$ cat src/rtl/sr_seq_pkg.sv
package sr_seq_pkg;

  typedef enum logic [3:0] {
    ST_IDLE,
    ST_PRE_ALL,
    ST_WAIT_TRP,
    ST_PRE_BURST,
    ST_SR_ENTER,
    ST_IN_SR,
    ST_WAIT_CLK,
    ST_EXIT_NOP,
    ST_POST_BURST,
    ST_READY
  } sr_state_e;

  typedef enum logic [2:0] {
    CMD_NOP,
    CMD_DESEL,
    CMD_PRE_ALL,
    CMD_REF,
    CMD_SR_ENTRY
  } sr_cmd_e;

  function automatic int unsigned cyc_ceil(input int unsigned dly_ps, input int unsigned clk_ps);
    return (dly_ps + clk_ps - 1) / clk_ps;
  endfunction

endpackage

$ cat src/rtl/sr_dly_timer.sv
module sr_dly_timer #(
  parameter int unsigned W = 4
) (
  input  logic         clk_i,
  input  logic         rst_ni,
  input  logic         load_i,
  input  logic [W-1:0] val_i,
  output logic [W-1:0] cnt_o,
  output logic         zero_o
);
  logic [W-1:0] cnt_q;

  always_ff @(posedge clk_i or negedge rst_ni) begin
    if (!rst_ni)           cnt_q <= '0;
    else if (load_i)       cnt_q <= val_i;
    else if (cnt_q != '0)  cnt_q <= cnt_q - 1'b1;
  end

  assign cnt_o  = cnt_q;
  assign zero_o = (cnt_q == '0);
endmodule

$ cat src/rtl/sr_ref_ctr.sv
module sr_ref_ctr #(
  parameter int unsigned LEN = 8192
) (
  input  logic clk_i,
  input  logic rst_ni,
  input  logic clr_i,
  input  logic inc_i,
  output logic last_o
);
  localparam int unsigned CW = (LEN > 1) ? $clog2(LEN) : 1;

  logic [CW-1:0] cnt_q;

  always_ff @(posedge clk_i or negedge rst_ni) begin
    if (!rst_ni)     cnt_q <= '0;
    else if (clr_i)  cnt_q <= '0;
    else if (inc_i)  cnt_q <= cnt_q + 1'b1;
  end

  assign last_o = (cnt_q == CW'(LEN - 1));
endmodule

$ cat src/rtl/sr_cmd_enc.sv
module sr_cmd_enc
  import sr_seq_pkg::*;
(
  input  sr_cmd_e cmd_i,
  input  logic    cke_i,
  output logic    cs_n_o,
  output logic    ras_n_o,
  output logic    cas_n_o,
  output logic    we_n_o,
  output logic    cke_o,
  output logic    a10_o
);
  always_comb begin
    {cs_n_o, ras_n_o, cas_n_o, we_n_o} = 4'b0111;
    a10_o = 1'b0;
    unique case (cmd_i)
      CMD_NOP:      {cs_n_o, ras_n_o, cas_n_o, we_n_o} = 4'b0111;
      CMD_DESEL:    {cs_n_o, ras_n_o, cas_n_o, we_n_o} = 4'b1111;
      CMD_PRE_ALL: begin
        {cs_n_o, ras_n_o, cas_n_o, we_n_o} = 4'b0010;
        a10_o = 1'b1;
      end
      CMD_REF,
      CMD_SR_ENTRY: {cs_n_o, ras_n_o, cas_n_o, we_n_o} = 4'b0001;
      default:      {cs_n_o, ras_n_o, cas_n_o, we_n_o} = 4'b0111;
    endcase
  end

  assign cke_o = cke_i;
endmodule

$ cat src/rtl/sr_seq.sv
module sr_seq
  import sr_seq_pkg::*;
#(
  parameter int unsigned CLK_PS    = 10000,
  parameter int unsigned TRP_PS    = 19000,
  parameter int unsigned TRC_PS    = 67000,
  parameter int unsigned BURST_LEN = 8192
) (
  input  logic clk_i,
  input  logic rst_ni,
  input  logic sleep_req_i,
  input  logic wake_req_i,
  input  logic clk_stable_i,
  input  logic burst_en_i,
  output logic ack_o,
  output logic cs_n_o,
  output logic ras_n_o,
  output logic cas_n_o,
  output logic we_n_o,
  output logic cke_o,
  output logic a10_o
);
  localparam int unsigned TRP_CYC  = cyc_ceil(TRP_PS, CLK_PS);
  localparam int unsigned TRC_CYC  = cyc_ceil(TRC_PS, CLK_PS);
  // at least one wait cycle after precharge, at least one exit cycle (tSREX)
  localparam int unsigned TRP_WAIT = (TRP_CYC > 1) ? TRP_CYC - 1 : 1;
  localparam int unsigned TRC_N    = (TRC_CYC > 0) ? TRC_CYC : 1;
  localparam int unsigned TMAX     = (TRC_N > TRP_WAIT) ? TRC_N : TRP_WAIT;
  localparam int unsigned TW       = $clog2(TMAX + 1);
  localparam logic [TW-1:0] TRP_LD = TW'(TRP_WAIT - 1);
  localparam logic [TW-1:0] TRC_LD = TW'(TRC_N - 1);

  sr_state_e     state_q, state_d;
  logic          sleep_q, burst_q;
  logic          tmr_load, tmr_zero;
  logic [TW-1:0] tmr_val, tmr_cnt;
  logic          bc_clr, bc_inc, bc_last;
  logic          ref_slot;
  sr_cmd_e       cmd;
  logic          cke_hi;

  sr_dly_timer #(.W(TW)) u_tmr (
    .clk_i  (clk_i),
    .rst_ni (rst_ni),
    .load_i (tmr_load),
    .val_i  (tmr_val),
    .cnt_o  (tmr_cnt),
    .zero_o (tmr_zero)
  );

  sr_ref_ctr #(.LEN(BURST_LEN)) u_refc (
    .clk_i  (clk_i),
    .rst_ni (rst_ni),
    .clr_i  (bc_clr),
    .inc_i  (bc_inc),
    .last_o (bc_last)
  );

  // refresh goes out in the first cycle of each tRC slot
  assign ref_slot = (tmr_cnt == TRC_LD);

  always_comb begin
    state_d  = state_q;
    tmr_load = 1'b0;
    tmr_val  = '0;
    bc_clr   = 1'b0;
    bc_inc   = 1'b0;
    unique case (state_q)
      ST_IDLE:
        if (sleep_req_i || sleep_q) state_d = ST_PRE_ALL;
      ST_PRE_ALL: begin
        state_d  = ST_WAIT_TRP;
        tmr_load = 1'b1;
        tmr_val  = TRP_LD;
      end
      ST_WAIT_TRP:
        if (tmr_zero) begin
          if (burst_q) begin
            state_d  = ST_PRE_BURST;
            tmr_load = 1'b1;
            tmr_val  = TRC_LD;
            bc_clr   = 1'b1;
          end else begin
            state_d = ST_SR_ENTER;
          end
        end
      ST_PRE_BURST, ST_POST_BURST:
        if (tmr_zero) begin
          if (bc_last) begin
            state_d = (state_q == ST_PRE_BURST) ? ST_SR_ENTER : ST_READY;
          end else begin
            tmr_load = 1'b1;
            tmr_val  = TRC_LD;
            bc_inc   = 1'b1;
          end
        end
      ST_SR_ENTER:
        state_d = ST_IN_SR;
      ST_IN_SR:
        if (wake_req_i) state_d = ST_WAIT_CLK;
      ST_WAIT_CLK:
        if (clk_stable_i) begin
          state_d  = ST_EXIT_NOP;
          tmr_load = 1'b1;
          tmr_val  = TRC_LD;
        end
      ST_EXIT_NOP:
        if (tmr_zero) begin
          if (burst_q) begin
            state_d  = ST_POST_BURST;
            tmr_load = 1'b1;
            tmr_val  = TRC_LD;
            bc_clr   = 1'b1;
          end else begin
            state_d = ST_READY;
          end
        end
      ST_READY:
        state_d = ST_IDLE;
      default:
        state_d = ST_IDLE;
    endcase
  end

  always_ff @(posedge clk_i or negedge rst_ni) begin
    if (!rst_ni) begin
      state_q <= ST_IDLE;
      sleep_q <= 1'b0;
      burst_q <= 1'b0;
    end else begin
      state_q <= state_d;
      if (state_q == ST_IDLE) sleep_q <= 1'b0;
      else if (sleep_req_i)   sleep_q <= 1'b1;
      if (state_q == ST_IDLE && state_d == ST_PRE_ALL) burst_q <= burst_en_i;
    end
  end

  always_comb begin
    cmd    = CMD_NOP;
    cke_hi = 1'b1;
    unique case (state_q)
      ST_PRE_ALL:                  cmd = CMD_PRE_ALL;
      ST_PRE_BURST, ST_POST_BURST: cmd = ref_slot ? CMD_REF : CMD_NOP;
      ST_SR_ENTER: begin
        cmd    = CMD_SR_ENTRY;
        cke_hi = 1'b0;
      end
      ST_IN_SR, ST_WAIT_CLK: begin
        cmd    = CMD_DESEL;
        cke_hi = 1'b0;
      end
      default:                     cmd = CMD_NOP;
    endcase
  end

  sr_cmd_enc u_enc (
    .cmd_i   (cmd),
    .cke_i   (cke_hi),
    .cs_n_o  (cs_n_o),
    .ras_n_o (ras_n_o),
    .cas_n_o (cas_n_o),
    .we_n_o  (we_n_o),
    .cke_o   (cke_o),
    .a10_o   (a10_o)
  );

  assign ack_o = (state_q == ST_SR_ENTER) || (state_q == ST_READY);

  // ---------------- assertions ----------------
  logic          chk_cke_q;
  logic [TW-1:0] chk_win;
  logic          pins_nop;
  logic          cke_rise;

  assign pins_nop = !cs_n_o && ras_n_o && cas_n_o && we_n_o;
  assign cke_rise = cke_o && !chk_cke_q;

  always_ff @(posedge clk_i or negedge rst_ni) begin
    if (!rst_ni) begin
      chk_cke_q <= 1'b1;
      chk_win   <= '0;
    end else begin
      chk_cke_q <= cke_o;
      if (cke_rise)            chk_win <= TRC_LD;
      else if (chk_win != '0)  chk_win <= chk_win - 1'b1;
    end
  end

  p_ack_one_cycle_r8: assert property (@(posedge clk_i) disable iff (!rst_ni)
    ack_o |=> !ack_o);

  p_cke_needs_stable_r5: assert property (@(posedge clk_i) disable iff (!rst_ni)
    $rose(cke_o) |-> $past(clk_stable_i));

  p_entry_encoding_r4: assert property (@(posedge clk_i) disable iff (!rst_ni)
    $fell(cke_o) |-> (!cs_n_o && !ras_n_o && !cas_n_o && we_n_o));

  p_exit_nop_window_r6: assert property (@(posedge clk_i) disable iff (!rst_ni)
    (cke_rise || chk_win != '0) |-> pins_nop);

  p_ref_with_cke_r3: assert property (@(posedge clk_i) disable iff (!rst_ni)
    (!cs_n_o && !ras_n_o && !cas_n_o && we_n_o && cke_o) |-> $past(cke_o));

endmodule

$ cat config.mk
export PLATFORM = sky130hd
export DESIGN_NAME = sr_seq
export DESIGN_NICKNAME = d
export VERILOG_FILES = /design/src/rtl/sr_seq_pkg.sv /design/src/rtl/sr_dly_timer.sv /design/src/rtl/sr_ref_ctr.sv /design/src/rtl/sr_cmd_enc.sv /design/src/rtl/sr_seq.sv
export SDC_FILE = /design/constraint.sdc
export NUM_CORES = 1
export LEC_CHECK = 0
export BUFFER_PORTS_ARGS = -buffer_cell sky130_fd_sc_hd__buf_4
export CORE_MARGIN = 3
export CORE_UTILIZATION = 55
export DETAILED_ROUTE_END_ITERATION = 8
export PLACE_DENSITY_LB_ADDON = 0.05
export SKIP_LAST_GASP = 1
export SYNTH_ARGS = -nofsm -noshare
export SYNTH_HDL_FRONTEND = slang
export SYNTH_SLANG_ARGS = --single-unit
$ cat constraint.sdc
create_clock -name clk_i -period 4.75 [get_ports clk_i]
set_input_delay 0.475 -clock clk_i [delete_from_list [all_inputs] [get_ports clk_i]]
set_output_delay 0.475 -clock clk_i [all_outputs]
set_load 0.05 [all_outputs]
* Word level (Yosys, flattened, before mapping)
Cells that the tools add are included.
Word-level totals: latch bits 0, memories kept 0, register bits after elaboration 22, output and inout bits 7, ROM bits 0, RAM bits 0
Cells by class: equality and inequality tests 16, shifts and indexed selects 0, reductions and logical operators 15, bitwise operators 0, $lt $le $gt $ge 0, $add $sub $neg 2, div/mod/pow operators 0, multiplexer cells 39, $mul 0
Operator list (number):
- two-way mux 4 bit | 8
- one-hot mux 4 bit (8 select lines) | 1
- two-way mux 13 bit | 2
- two-way mux 3 bit | 8
- == test 4 x 3 -> 1 bit (second input constant) | 4
- two-way mux 1 bit | 16
- adder 13 x 1 -> 13 bit (second input constant) | 1
- == test 13 bit (second input constant) | 1
- one-hot mux 3 bit (4 select lines) | 1
- one-hot mux 3 bit (3 select lines) | 1
- == test 4 x 1 -> 1 bit (second input constant) | 2
- == test 4 x 2 -> 1 bit (second input constant) | 2
- == test 4 bit (second input constant) | 2
- OR reduction 2 bit | 4
- == test 3 x 2 -> 1 bit (second input constant) | 2
- == test 3 bit (second input constant) | 2
- nonzero test 2 bit | 3
- OR reduction 3 bit | 2
- zero test 4 bit | 1
- one-hot mux 1 bit (4 select lines) | 1
- == test 3 x 1 -> 1 bit (second input constant) | 1
- zero test 3 bit | 1
- nonzero test 3 bit | 1
- subtractor 3 x 1 -> 3 bit (second input constant) | 1
- other kinds (3) | 4

* Logic depth before layout (Yosys ltp)
Gate-level depths: netlist of run 1.
depth after elaboration 7, depth in mapped cells 7, mapped depth without buffers 6

* By module
Synthesis of run 1 repeated with hierarchy kept, for this count alone.
Unflattened totals: cell total of the unflattened synthesis 174, area total of the unflattened synthesis 1502.7 um2
By module, submodules not included:
- sr_ref_ctr | cells an instance 65, area an instance 650.6 um2, times used 1, seq. area each 325.3 um2
- sr_seq | cells an instance 80, area an instance 588.1 um2, times used 1, seq. area each 150.1 um2
- sr_dly_timer | cells an instance 21, area an instance 200.2 um2, times used 1, seq. area each 75.1 um2
- sr_cmd_enc | cells an instance 8, area an instance 63.8 um2, times used 1, seq. area each 0.0 um2

* Worst setup path after synthesis of run 1
No wires, ideal clock.
kind reg-to-output, from register state_q[0], to output port ras_n_o, data required time 4.275 ns, arrival time 3.573 ns, path buffers 1, stages on the path, launching flop included 6, slack 0.702 ns, cells stage by stage dfrtp_1 -> buf_4 -> inv_1 -> nor4_1 -> inv_1 -> and2_1
Between the ends: longest elaborated chain between the ends 6, elaborated cells between the ends (all ways) 14, those cells by class eq/ne: 9; mux: 2; reduce/logical: 3
RTL lines:
- start, declared | line sr_seq.sv:33 | sr_state_e state_q, state_d;
- start signal, assigned | line sr_seq.sv:131 | state_q <= state_d;
- == test 4 x 3 -> 1 bit, or another cell as far along | line sr_seq.sv:141 | unique case (state_q)
- OR reduction 2 bit (on tied branches)
- one-hot mux 3 bit (4 select lines) * | line sr_seq.sv:141
- == test 3 x 2 -> 1 bit or == test 3 bit (tied branches) | line sr_cmd_enc.sv:16 | unique case (cmd_i)
- OR reduction 3 bit (no line) *
- two-way mux 1 bit * | line sr_cmd_enc.sv:16
- end, declared | line sr_seq.sv:17 | output logic ras_n_o,
Mark *: on every way between the ends. The rest lies on a longest branch, timed or not.

* Worst setup path after layout of run 1
Ends and elaborated chain as after synthesis.

==> results of run 1 <==
[synth_stat cells (2+ instances only)]
cell	count
sky130_fd_sc_hd__and3_1	3
sky130_fd_sc_hd__or4_1	4
sky130_fd_sc_hd__mux2i_1	6
sky130_fd_sc_hd__nor4_4	3
sky130_fd_sc_hd__buf_2	4
sky130_fd_sc_hd__nand3b_1	2
sky130_fd_sc_hd__nand2_1	13
sky130_fd_sc_hd__xnor2_1	3
sky130_fd_sc_hd__nor2_1	9
sky130_fd_sc_hd__o31ai_1	6
sky130_fd_sc_hd__ha_1	4
sky130_fd_sc_hd__nand2b_1	6
sky130_fd_sc_hd__o21ai_0	7
sky130_fd_sc_hd__inv_1	7
sky130_fd_sc_hd__nand3_1	5
sky130_fd_sc_hd__a21oi_1	10
sky130_fd_sc_hd__buf_1	2
sky130_fd_sc_hd__nor4_1	5
sky130_fd_sc_hd__nor3_1	5
sky130_fd_sc_hd__o211ai_1	2
sky130_fd_sc_hd__or2_2	3
sky130_fd_sc_hd__dfrtp_1	22
sky130_fd_sc_hd__nand4_1	3
[power by group through the flow]
| stage | Combinational, W | Sequential (W) | Clock (W) |
|---|---|---|---|
| after floorplan | 0.000000407 | 0.000192 | 0 |
| after global placement | 0.00000725 | 0.000192 | 0 |
| after detailed placement | 0.00000744 | 0.000192 | 0 |
| after CTS | 0.00000743 | 0.000188 | 0.000150 |
| after global routing | 0.00000811 | 0.000189 | 0.000155 |
| final | 0.00000700 | 0.000188 | 0.000147 |
[logic make-up after synthesis]
family                   after synthesis  synth area share, %
adder cells (fa/ha/maj)                4                3.234
AO/OA/AOI/OAI                         37                16.90
AND/OR/NAND/NOR                       76                33.07
buffers and inverters                 16                4.932
flip-flops                            22                35.57
multiplexers                           7                4.608
XOR/XNOR                               3                1.698
[flip-flops by register name (all words and copies together), names as in the netlist]
name	flops
u_refc.cnt_q	13
state_q	4
u_tmr.cnt_o	3
burst_q	1
sleep_q	1
[metal layers]
layer  part of all wire (%)  GRT usage, %  vias up
met5                      0             0        -
met4                   0.31         3.236        0
met3                    2.9         2.397        2
met2                     47         32.49       18
met1                     49         30.94      625
li1                       -             -      634
[how the worst min path moves through the flow]
stage                       from          endpoint  slack [ps]
after CTS                 rst_ni  u_refc.cnt_q[12]          20
after floorplan           rst_ni           burst_q         180
after global routing      rst_ni    u_tmr.cnt_o[0]          30
final                     rst_ni    u_tmr.cnt_o[1]          20
after detailed placement  rst_ni    u_tmr.cnt_o[1]         380
after global placement    rst_ni    u_tmr.cnt_o[0]         380
[worst reg2reg max path, delay by kind of cell, from the launching register on]
| family | cells | cell delay, ps |
|---|---|---|
| AND/OR/NAND/NOR | 2 | 880 |
| AO/OA/AOI/OAI | 2 | 560 |
| flip-flops | 1 | 380 |
| adder cells (fa/ha/maj) | 1 | 280 |
| buffers and inverters | 1 | 130 |
[stage by stage]
| stage | utilization [%] | setup slack [ps] | instance area [µm²] | instances | total power [W] |
|---|---|---|---|---|---|
| floorplan | - | 702.1 | 1548 | 165 | 0.0001921 |
| global placement | 63.30 | 2591 | 1625 | 198 | 0.0001991 |
| detailed placement | 63.30 | 2503 | 1625 | 198 | 0.0001994 |
| CTS | 65.35 | 2186 | 1678 | 202 | 0.0003462 |
| global route | 65.35 | 1961 | 1678 | 202 | 0.0003513 |
| finish | 65.35 | 2193 | 1678 | 202 | 0.0003426 |
[area by class of cell]
cell class	instances	area (µm²)
inverters	7	26.28
clock buffers	3	22.52
clock inverters	1	30.03
fillers	212	889.6
multi-input cells	127	920.9
flip-flops and latches	22	550.5
well taps	30	37.54
repair buffers	12	90.09
==> impl_metrics.sql, run 1 <==
INSERT INTO impl_metrics (metric_group, metric, value, unit) VALUES
('synthesis', 'synth_enable_flop_cells', '0', ''),
('power_and_ir_drop', 'p_int', '0.0002759', 'W'),
('clock_network', 'tritoncts', 'done', ''),
('critical_path', 'cp-start-kind', 'register', ''),
('power_and_ir_drop', 'combinationalPowerShare', '2.0', '%'),
('critical_path', 'criticalPathCategory', 'register to primary output', ''),
('drt', 'wire_length_reported_by_the_detailed_router', '3190', 'µm'),
('sta', 'hold-worst-slack', '16.57', 'ps'),
('drt', 'post_drt_antenna_nets', '0', ''),
('critical_path', 'crit_path_max_fanout', '12', ''),
('synthesis', 'ys.flop_type', 'sky130_fd_sc_hd__dfrtp_1', ''),
('grt', 'antenna_found_initial', '0', ''),
('placed_design', 'io_buffers', '12', ''),
('critical_path', 'crit_path_max_incr_delay', '610', 'ps'),
('floorplan', 'overall_die_height', '59.05', 'µm'),
('sta', 'max_freq', '391.1', 'MHz'),
('synthesis', 'synthesis.area', '1548', 'µm²'),
('synthesis', 'postSynthAreaPerCell', '9.380', 'µm²'),
('sta', 'remaining_max_slew_budget_at_the_tightest_pin', '26.38', '%'),
('cells_and_area', 'layout-drive-gt1-share', '17.44', '%'),
('clock_network', 'cts.repair.resized', '0', ''),
('critical_path', 'cp_num_cells', '5', ''),
('grt', 'wire_length_of_the_first_global_routing_pass', '5664', 'µm'),
('floorplan', 'ios', '13', ''),
('critical_path', 'rr_worst_depth', '6', ''),
('critical_path', 'slowest_stage_cell_crit_path', 'sky130_fd_sc_hd__dfrtp_1', ''),
('placed_design', 'gp_congestion', '0.8583', ''),
('cells_and_area', 'layout_commonest_cell', 'sky130_fd_sc_hd__dfrtp_1', ''),
('clock_network', 'htree_num_levels', '1', ''),
('drt', 'drt-pass1-iter-count', '4', ''),
('floorplan', 'floorplan.initialDensity', '60.28', '%'),
('critical_path', 'crit_required', '4280', 'ps'),
('floorplan', 'floorplan.rows', '18', ''),
('critical_path', 'worstReg2RegStart', 'u_tmr.cnt_o[0]', ''),
('floorplan', 'die_width', '59.05', 'µm'),
('critical_path', 'reg2reg_setup_slack', '2460', 'ps'),
('drt', 'routed_via_density', '6.332', ''),
('drt', 'detailedRoute.firstIterationViolations', '30', ''),
('placed_design', 'place.detailed.hpwl', '2347', 'µm'),
('clock_network', 'cts_hold_repair.buffers', '0', ''),
('critical_path', 'cp.buffers_inverters', '3', ''),
('drt', 'route.detailed.drc', '0', ''),
('power_and_ir_drop', 'switching_share_of_power', '19.46', '%'),
('sta', 'hold_violations', '0', ''),
('critical_path', 'reg2reg_to', 'u_refc.cnt_q[4]', ''),
('synthesis', 'yosys.cell_types.count', '54', ''),
('sta', 'setup_violations', '0', ''),
('grt', 'total_routing_resource_utilization_after_global_routing', '20.60', '%'),
('synthesis', 'synth.top_cell.area_share', '35.57', '%'),
('critical_path', 'endpoint', 'ras_n_o', ''),
('critical_path', 'path_cells', 'inv_1, nor4_1, inv_1, and2_1, buf_4', ''),
('clock_network', 'tritoncts.num_buffers', '3', ''),
('clock_network', 'cts_root_buf', 'sky130_fd_sc_hd__clkbuf_4', ''),
('synthesis', 'post_synth_inst_count', '165', ''),
('synthesis', 'synth.yosys.seq_area_share', '35.57', '%'),
('floorplan', 'die-area', '3486', 'µm²'),
('critical_path', 'crit_path_end_kind', 'primary output', ''),
('power_and_ir_drop', 'vdd.ir_drop.worst', '0.0001625', 'V'),
('drt', 'routed-via-count', '1279', ''),
('synthesis', 'synth_seq_cells', '22', ''),
('status', 'run_status', 'finished clean', ''),
('clock_network', 'clk-insertion-delay-late', '310', 'ps'),
('power_and_ir_drop', 'power_leakage', '0.7147', 'nW'),
('power_and_ir_drop', 'p_per_area', '204.2', 'nW/µm²'),
('sta', 'final.setup_skew', '1.212', 'ps'),
('critical_path', 'crit_path_frequent_cell', 'sky130_fd_sc_hd__inv_1', ''),
('critical_path', 'worst-endpoint-arrival', '2080', 'ps'),
('sta', 'timing.setup.tns', '0', 'ps'),
('cells_and_area', 'synthToLayoutAreaGrowth', '8.408', '%'),
('cells_and_area', 'finish.net_count', '183', ''),
('sta', 'period_minus_slack', '2557', 'ps');
(Power assumes the default switching activity.)
==> run 2: changes to the inputs <==
--- a/config.mk
+++ b/config.mk
@@ -5,6 +5,7 @@
 export SDC_FILE = /design/constraint.sdc
 export NUM_CORES = 1
 export LEC_CHECK = 0
+export ABC_AREA = 1
 export BUFFER_PORTS_ARGS = -buffer_cell sky130_fd_sc_hd__buf_4
 export CORE_MARGIN = 3
 export CORE_UTILIZATION = 55
==> constraint.sdc (replaced) <==
create_clock -name clk_i -period 2.4 [get_ports clk_i]
set_input_delay 0.24 -clock clk_i [delete_from_list [all_inputs] [get_ports clk_i]]
set_output_delay 0.24 -clock clk_i [all_outputs]
set_load 0.05 [all_outputs]
==> impl_metrics.sql, run 2 <==
INSERT INTO impl_metrics (metric_group, metric, value, unit) VALUES
('critical_path', 'criticalPathCategory', 'register to primary output', ''),
('sta', 'final.setup_skew', '10.02', 'ps'),
('critical_path', 'crit_path_end_kind', 'primary output', ''),
('synthesis', 'synth_enable_flop_cells', '0', ''),
('cells_and_area', 'antennaDiodeCount', '0', ''),
('floorplan', 'die_width', '58.14', 'µm'),
('clock_network', 'tritoncts.num_buffers', '3', ''),
('synthesis', 'net_count_after_synthesis', '214', ''),
('cells_and_area', 'fin_area', '1638', 'µm²'),
('synthesis', 'post_synth_inst_count', '204', ''),
('clock_network', 'htree_num_levels', '1', ''),
('placed_design', 'io_buffers', '12', ''),
('floorplan', 'overall_die_height', '58.14', 'µm'),
('grt', 'vias_in_the_first_global_route', '1316', ''),
('clock_network', 'cts_root_buf', 'sky130_fd_sc_hd__clkbuf_4', ''),
('critical_path', 'crit_required', '2160', 'ps'),
('synthesis', 'post_synth_fa_ha_maj_area_fraction', '3.347', '%'),
('power_and_ir_drop', 'vdd.ir_drop.worst', '0.0004247', 'V'),
('floorplan', 'coreArea', '2522', 'µm²'),
('drt', 'routed-via-count', '1384', ''),
('synthesis', 'synthXorXnorAreaFrac', '3.515', '%'),
('critical_path', 'worst-endpoint-arrival', '1700', 'ps'),
('clock_network', 'clk-insertion-delay-late', '310', 'ps'),
('sta', 'timing.setup.tns', '0', 'ps'),
('clock_network', 'clk_path_buf_depth', '2', ''),
('sta', 'remaining_max_slew_budget_at_the_tightest_pin', '73.55', '%'),
('synthesis', 'synth.yosys.seq_area_share', '36.82', '%'),
('run', 'cap_violations', '0', ''),
('grt', 'grt_remaining_overflow', '0', ''),
('cells_and_area', 'final_util', '64.93', '%'),
('floorplan', 'floorplan.rows', '18', ''),
('sta', 'hold_violations', '0', ''),
('cells_and_area', 'largest_register', 'u_refc.cnt_q', ''),
('cells_and_area', 'layout_common_cells', 'sky130_fd_sc_hd__nand2_1, sky130_fd_sc_hd__inv_1, sky130_fd_sc_hd__nand3_1, sky130_fd_sc_hd__dfrtp_1, sky130_fd_sc_hd__nor2_1', ''),
('sta', 'worst_pin_slew', '395.3', 'ps'),
('cells_and_area', 'layout_commonest_cell', 'sky130_fd_sc_hd__nand2_1', ''),
('synthesis', 'synth_simple_gate_area_share', '40.17', '%'),
('status', 'run_status', 'finished clean', ''),
('placed_design', 'place_area', '1592', 'µm²'),
('sta', 'timing.final.crit_share', '80.92', '%'),
('drt', 'drt-pass1-iter-count', '4', ''),
('grt', 'antenna_found_initial', '0', ''),
('floorplan', 'floorplan.initialDensity', '59.28', '%'),
('critical_path', 'crit_path_max_incr_delay', '470', 'ps'),
('cells_and_area', 'finish.net_count', '229', ''),
('synthesis', 'ys_top_cells_by_count', 'sky130_fd_sc_hd__nand2_1, sky130_fd_sc_hd__inv_1, sky130_fd_sc_hd__dfrtp_1, sky130_fd_sc_hd__nand3_1, sky130_fd_sc_hd__nor2_1', ''),
('power_and_ir_drop', 'p_per_area', '359.3', 'nW/µm²'),
('drt', 'wire_per_inst', '12.61', 'µm'),
('synthesis', 'synth.top_cell.area_share', '36.82', '%'),
('drt', 'routed_via_density', '5.581', ''),
('sta', 'setup_violations', '0', ''),
('synthesis', 'yosys.cell_types.count', '30', ''),
('sta', 'hold-worst-slack', '171.0', 'ps'),
('cells_and_area', 'largest_register_ffs', '13', ''),
('sta', 'grt_setup_unrepaired', 'false', ''),
('critical_path', 'slowest_stage_cell_crit_path', 'sky130_fd_sc_hd__dfrtp_1', ''),
('synthesis', 'post-synth-top-area-cell', 'sky130_fd_sc_hd__dfrtp_1', ''),
('drt', 'detailedRoute.firstIterationViolations', '91', ''),
('synthesis', 'postSynthAreaPerCell', '7.329', 'µm²'),
('grt', 'wire_length_of_the_first_global_routing_pass', '5595', 'µm'),
('drt', 'route.detailed.drc', '0', ''),
('clock_network', 'cts_num_sinks', '22', ''),
('sta', 'period_minus_slack', '1942', 'ps'),
('clock_network', 'tritoncts', 'done', ''),
('synthesis', 'synth_compound_gate_area_share', '6.527', '%'),
('floorplan', 'ios', '13', ''),
('drt', 'wire_length_reported_by_the_detailed_router', '3128', 'µm'),
('synthesis', 'ys.flop_type', 'sky130_fd_sc_hd__dfrtp_1', ''),
('floorplan', 'die-area', '3380', 'µm²'),
('synthesis', 'yosysMostFrequentCell', 'sky130_fd_sc_hd__nand2_1', ''),
('placed_design', 'place.detailed.hpwl', '2434', 'µm'),
('power_and_ir_drop', 'power_leakage', '0.7860', 'nW'),
('synthesis', 'synthesis.area', '1495', 'µm²'),
('critical_path', 'path_cells', 'nor2_2, nand3_1, nand2_1, and3_1, nor3_1, buf_4', ''),
('hold_path', 'path_class_of_the_lowest_slack_min_delay_path', 'input port to register', ''),
('critical_path', 'cp-start-kind', 'register', ''),
('placed_design', 'gp_congestion', '0.8806', ''),
('synthesis', 'combinational_family_with_the_most_area_after_synthesis', 'simple AND/OR/NAND/NOR gates', ''),
('synthesis', 'yosys-top-cells-area', 'sky130_fd_sc_hd__dfrtp_1, sky130_fd_sc_hd__nand2_1, sky130_fd_sc_hd__nand3_1', ''),
('cells_and_area', 'layout-drive-gt1-share', '14.22', '%'),
('grt', 'total_routing_resource_utilization_after_global_routing', '20.86', '%'),
('clock_network', 'cts.clk_slew.worst_paths', '110', 'ps'),
('critical_path', 'crit_path_max_fanout', '6', ''),
('sta', 'max_freq', '514.9', 'MHz'),
('grt', 'grt_max_degree', '23', ''),
('cells_and_area', 'synthToLayoutAreaGrowth', '9.540', '%'),
('synthesis', 'async_flop_share', '100.0', '%'),
('synthesis', 'synth.mux.area_fraction', '0.7531', '%'),
('clock_network', 'cts_setup_buffers', '0', ''),
('sta', 'final_max_slew_violation_count', '0', ''),
('synthesis', 'synth_seq_cells', '22', ''),
('synthesis', 'ys.warnings.count', '0', ''),
('drt', 'post_drt_antenna_nets', '0', '');
-- run 2: metrics by stage --
stage / cells / setup WS (ps) / power [W]
6_report: 248 / 457.9 / 0.0005886
3_5_place_dp: 243 / 519.7 / 0.0003943
4_1_cts: 248 / 453.0 / 0.0005966
3_3_place_gp: 243 / 580.3 / 0.0003938
2_1_floorplan: 204 / 120.2 / 0.0003800
5_1_grt: 248 / 284.2 / 0.0006188
-- run 2: metal layers --
metal | share of wire (%) | wire (µm) | GRT usage [%] | up-vias
met3 | 5.9 | 184 | 4.677 | 2
met1 | 48 | 1513 | 29.06 | 649
met4 | 0.42 | 13 | 3.974 | 0
met5 | 0 | 0 | 0 | -
met2 | 45 | 1417 | 33.55 | 47
li1 | - | - | - | 686
-- run 2: worst max-delay path: cells and delay by family, from the launching register on --
| family | cells | cell delay (ps) |
|---|---|---|
| flops | 1 | 470 |
| buf+inv | 1 | 200 |
| simple gates | 5 | 730 |
-- run 2: area by class of cell --
class,count,area (µm²)
fillers,219,884.6
multi-input cells,153,812.0
flip-flops and latches,22,550.5
well taps,30,37.54
repair buffers,14,107.6
inverters,25,93.84
clock buffers,4,36.28
-- run 2: logic make-up after synthesis --
| kind of cell | after synthesis |
|---|---|
| buf+inv | 29 |
| mux | 1 |
| fa+ha+maj | 4 |
| xor+xnor | 6 |
| simple gates | 128 |
| compound gates | 14 |
| flops | 22 |
-- run 2: power by group --
| part | leakage [nW] | internal, W | total, W | switching [W] |
|---|---|---|---|---|
| combinational | 0.499 | 0.00000684 | 0.0000153 | 0.00000849 |
| sequential | 0.266 | 0.000371 | 0.000372 | 0.000000892 |
| clock | 0.0210 | 0.0000926 | 0.000201 | 0.000108 |
-- run 2: final timing paths --
| path | start | endpoint | slack (ps) | depth (start not counted) |
|---|---|---|---|---|
| min in group asynchronous | rst_ni | u_tmr.cnt_o[2] | 340 | 2 |
| worst max register to register | u_tmr.cnt_o[0] | u_refc.cnt_q[10] | 500 | 9 |
| max in group asynchronous | rst_ni | state_q[2] | 1840 | 2 |
| worst min-delay path | burst_en_i | burst_q | 170 | 2 |
| worst min register to register | u_refc.cnt_q[1] | u_refc.cnt_q[1] | 520 | 2 |
| worst max-delay path | state_q[0] | ras_n_o | 460 | 6 |
-- run 2: timing repair --
item                      CTS  global route
resized for setup           0             0
hold endpoints to repair   22             0
hold buffers                1             0
==> run 3: changes to the inputs <==
--- a/config.mk
+++ b/config.mk
@@ -5,10 +5,10 @@
 export SDC_FILE = /design/constraint.sdc
 export NUM_CORES = 1
 export LEC_CHECK = 0
-export ABC_AREA = 1
+export ABC_AREA = 0
 export BUFFER_PORTS_ARGS = -buffer_cell sky130_fd_sc_hd__buf_4
 export CORE_MARGIN = 3
-export CORE_UTILIZATION = 55
+export CORE_UTILIZATION = 53
 export DETAILED_ROUTE_END_ITERATION = 8
 export PLACE_DENSITY_LB_ADDON = 0.05
 export SKIP_LAST_GASP = 1
==> constraint.sdc (replaced) <==
create_clock -name clk_i -period 1.75 [get_ports clk_i]
set_input_delay 0.175 -clock clk_i [delete_from_list [all_inputs] [get_ports clk_i]]
set_output_delay 0.175 -clock clk_i [all_outputs]
set_load 0.05 [all_outputs]
==> impl_metrics.sql, run 3 (synthesis results as in run 1) <==
INSERT INTO impl_metrics (metric_group, metric, value, unit) VALUES
('status', 'run_status', 'complete, but fails checks', ''),
('status', 'failed_checks', 'setup timing', ''),
('critical_path', 'worst-endpoint-arrival', '1770', 'ps'),
('cells_and_area', 'synthToLayoutAreaGrowth', '44.30', '%'),
('floorplan', 'die-area', '3605', 'µm²'),
('placed_design', 'dp.cells', '216', ''),
('clock_network', 'cts.clk_slew.worst_paths', '150', 'ps'),
('clock_network', 'cts_num_sinks', '22', ''),
('sta', 'timing.setup.tns', '-1144', 'ps'),
('drt', 'detailedRoute.firstIterationViolations', '151', ''),
('drt', 'route.detailed.drc', '0', ''),
('drt', 'wire_length_reported_by_the_detailed_router', '5319', 'µm'),
('drt', 'highest-signal-layer', 'met4', ''),
('clock_network', 'htree_num_levels', '1', ''),
('placed_design', 'place.detailed.hpwl', '2751', 'µm'),
('drt', 'route.met2.wl', '2476', 'µm'),
('sta', 'setup_violations', '13', ''),
('cells_and_area', 'fin_area', '2233', 'µm²'),
('hold_path', 'worstHoldStart', 'burst_en_i', ''),
('cells_and_area', 'largest_register_ffs', '13', ''),
('critical_path', 'crit_required', '1570', 'ps'),
('cells_and_area', 'layout_common_cells', 'sky130_fd_sc_hd__buf_4, sky130_fd_sc_hd__dfrtp_1, sky130_fd_sc_hd__nand2_1', ''),
('clock_network', 'tritoncts', 'done', ''),
('sta', 'max_freq', '514.2', 'MHz'),
('clock_network', 'cts_root_buf', 'sky130_fd_sc_hd__clkbuf_4', ''),
('floorplan', 'overall_die_height', '60.04', 'µm'),
('grt', 'grt_remaining_overflow', '0', ''),
('drt', 'wire_per_inst', '21.36', 'µm'),
('drt', 'routed_via_density', '6.791', ''),
('placed_design', 'io_buffers', '12', ''),
('grt', 'grt_max_degree', '23', ''),
('floorplan', 'floorplan.rows', '18', ''),
('drt', 'routed-wl-met3', '532', 'µm'),
('power_and_ir_drop', 'p_per_area', '380.6', 'nW/µm²'),
('critical_path', 'cp-start-kind', 'register', ''),
('critical_path', 'criticalPathCategory', 'register to primary output', ''),
('clock_network', 'clk-insertion-delay-late', '340', 'ps'),
('drt', 'routed-via-count', '1691', ''),
('drt', 'drt-pass1-iter-count', '5', ''),
('critical_path', 'rr_worst_depth', '6', ''),
('sta', 'remaining_max_slew_budget_at_the_tightest_pin', '77.40', '%'),
('grt', 'wire_length_of_the_first_global_routing_pass', '7431', 'µm'),
('cells_and_area', 'layout-drive-gt1-share', '49.32', '%'),
('cells_and_area', 'layout_commonest_cell', 'sky130_fd_sc_hd__buf_4', ''),
('cells_and_area', 'finish.net_count', '230', ''),
('placed_design', 'place_area', '1783', 'µm²'),
('sta', 'timing.final.crit_share', '111.1', '%'),
('sta', 'layout_setup_ws', '-194.6', 'ps'),
('power_and_ir_drop', 'post-layout-total-power', '0.0008500', 'W'),
('critical_path', 'worstReg2RegStart', 'state_q[0]', ''),
('sta', 'hold_violations', '0', ''),
('power_and_ir_drop', 'vdd.ir_drop.worst', '0.0004328', 'V'),
('grt', 'vias_in_the_first_global_route', '1573', ''),
('floorplan', 'ios', '13', ''),
('critical_path', 'crit_path_max_fanout', '2', ''),
('cells_and_area', 'final_util', '84.76', '%'),
('floorplan', 'floorplan.initialDensity', '58.74', '%'),
('floorplan', 'die_width', '60.04', 'µm'),
('cells_and_area', 'antennaDiodeCount', '0', ''),
('drt', 'post_drt_antenna_nets', '0', ''),
('sta', 'final_max_slew_violation_count', '0', ''),
('hold_path', 'min_delay_path_depth', '2', ''),
('cells_and_area', 'largest_register', 'u_refc.cnt_q', ''),
('critical_path', 'crit_path_end_kind', 'primary output', ''),
('clock_network', 'clk_path_buf_depth', '2', ''),
('power_and_ir_drop', 'power_leakage', '0.9873', 'nW'),
('hold_path', 'holdPathEnd', 'burst_q', ''),
('floorplan', 'coreArea', '2635', 'µm²'),
('sta', 'final.setup_skew', '9.627', 'ps'),
('critical_path', 'reg2reg_to', 'u_refc.cnt_q[9]', ''),
('drt', 'routedLengthMet1', '2058', 'µm'),
('clock_network', 'tritoncts.num_buffers', '3', ''),
('sta', 'grt_setup_unrepaired', 'true', ''),
('placed_design', 'gp_congestion', '0.8632', ''),
('cells_and_area', 'fin_cells', '249', ''),
('sta', 'worst_pin_slew', '339.1', 'ps'),
('sta', 'period_minus_slack', '1945', 'ps'),
('run', 'cap_violations', '0', ''),
('grt', 'total_routing_resource_utilization_after_global_routing', '27.65', '%'),
('critical_path', 'reg2reg_setup_slack', '-120', 'ps'),
('grt', 'antenna_found_initial', '0', ''),
('hold_path', 'path_class_of_the_lowest_slack_min_delay_path', 'input port to register', '');
[run 3: changes by cell type in the layout (fill, tap and decap cells not counted), moves of 5 or more]
| cell | change |
|---|---|
| sky130_fd_sc_hd__a21oi_2 | +5 |
| sky130_fd_sc_hd__buf_4 | +33 |
| sky130_fd_sc_hd__buf_6 | +9 |
| sky130_fd_sc_hd__inv_1 | -20 |
| sky130_fd_sc_hd__mux2i_1 | +6 |
| sky130_fd_sc_hd__nand2_1 | -55 |
| sky130_fd_sc_hd__nand3_1 | -19 |
| sky130_fd_sc_hd__nand4_1 | -5 |
| sky130_fd_sc_hd__nor2_1 | -6 |
| sky130_fd_sc_hd__nor4_4 | +5 |
[run 3: per-layer routing]
layer / GRT usage, % / vias up
li1: - / 726
met1: 37.58 / 795
met2: 41.82 / 134
met3: 4.104 / 36
met4: 15.19 / 0
met5: 0 / -
[run 3: critical path, cell delays in order (launching register included)]
cell and delay, ps:
sky130_fd_sc_hd__dfrtp_1 410, sky130_fd_sc_hd__inv_2 90, sky130_fd_sc_hd__buf_6 110, sky130_fd_sc_hd__ha_4 110, sky130_fd_sc_hd__nand2_2 40, sky130_fd_sc_hd__o32a_1 360, sky130_fd_sc_hd__and2_4 160, sky130_fd_sc_hd__buf_8 140
[run 3: final cells by class]
| type | count | area (µm²) |
|---|---|---|
| Clock buffer | 4 | 36.28 |
| Timing Repair Buffer | 59 | 501.7 |
| Multi-Input combinational cell | 127 | 1076 |
| Inverter | 7 | 28.78 |
| Sequential cell | 22 | 553.0 |
| Tap cell | 30 | 37.54 |
| Fill cell | 135 | 401.6 |
[run 3: stage by stage]
stage	setup slack, ps	hold WS, ps
floorplan	-181.7	-120.6
global placement	-13.76	78.05
finish	-194.6	60.86
detailed placement	-102.9	85.46
CTS	-99.13	93.20
global route	-221.1	61.52
[run 3: worst max-delay path by stage]
stage,from,endpoint,slack [ps]
global placement,u_tmr.cnt_o[1],u_refc.cnt_q[4],-10
global route,u_tmr.cnt_o[0],ras_n_o,-220
CTS,state_q[1],ras_n_o,-100
floorplan,state_q[1],ras_n_o,-180
detailed placement,u_tmr.cnt_o[1],u_refc.cnt_q[9],-100
finish,u_tmr.cnt_o[0],ras_n_o,-190
[run 3: power breakdown]
part           internal [W]  switching, W   total, W  leakage, nW
sequential         0.000510    0.00000176   0.000511        0.262
clock              0.000128      0.000189   0.000317       0.0210
combinational    0.00000946     0.0000125  0.0000220        0.704
[run 3: repair_timing]
item	CTS	global route
buffers inserted	15	14
gates resized for setup	31	22
hold buffers	1	0
setup endpoints to repair	16	24
endpoints found under the hold margin	22	0
pin swaps	11	8
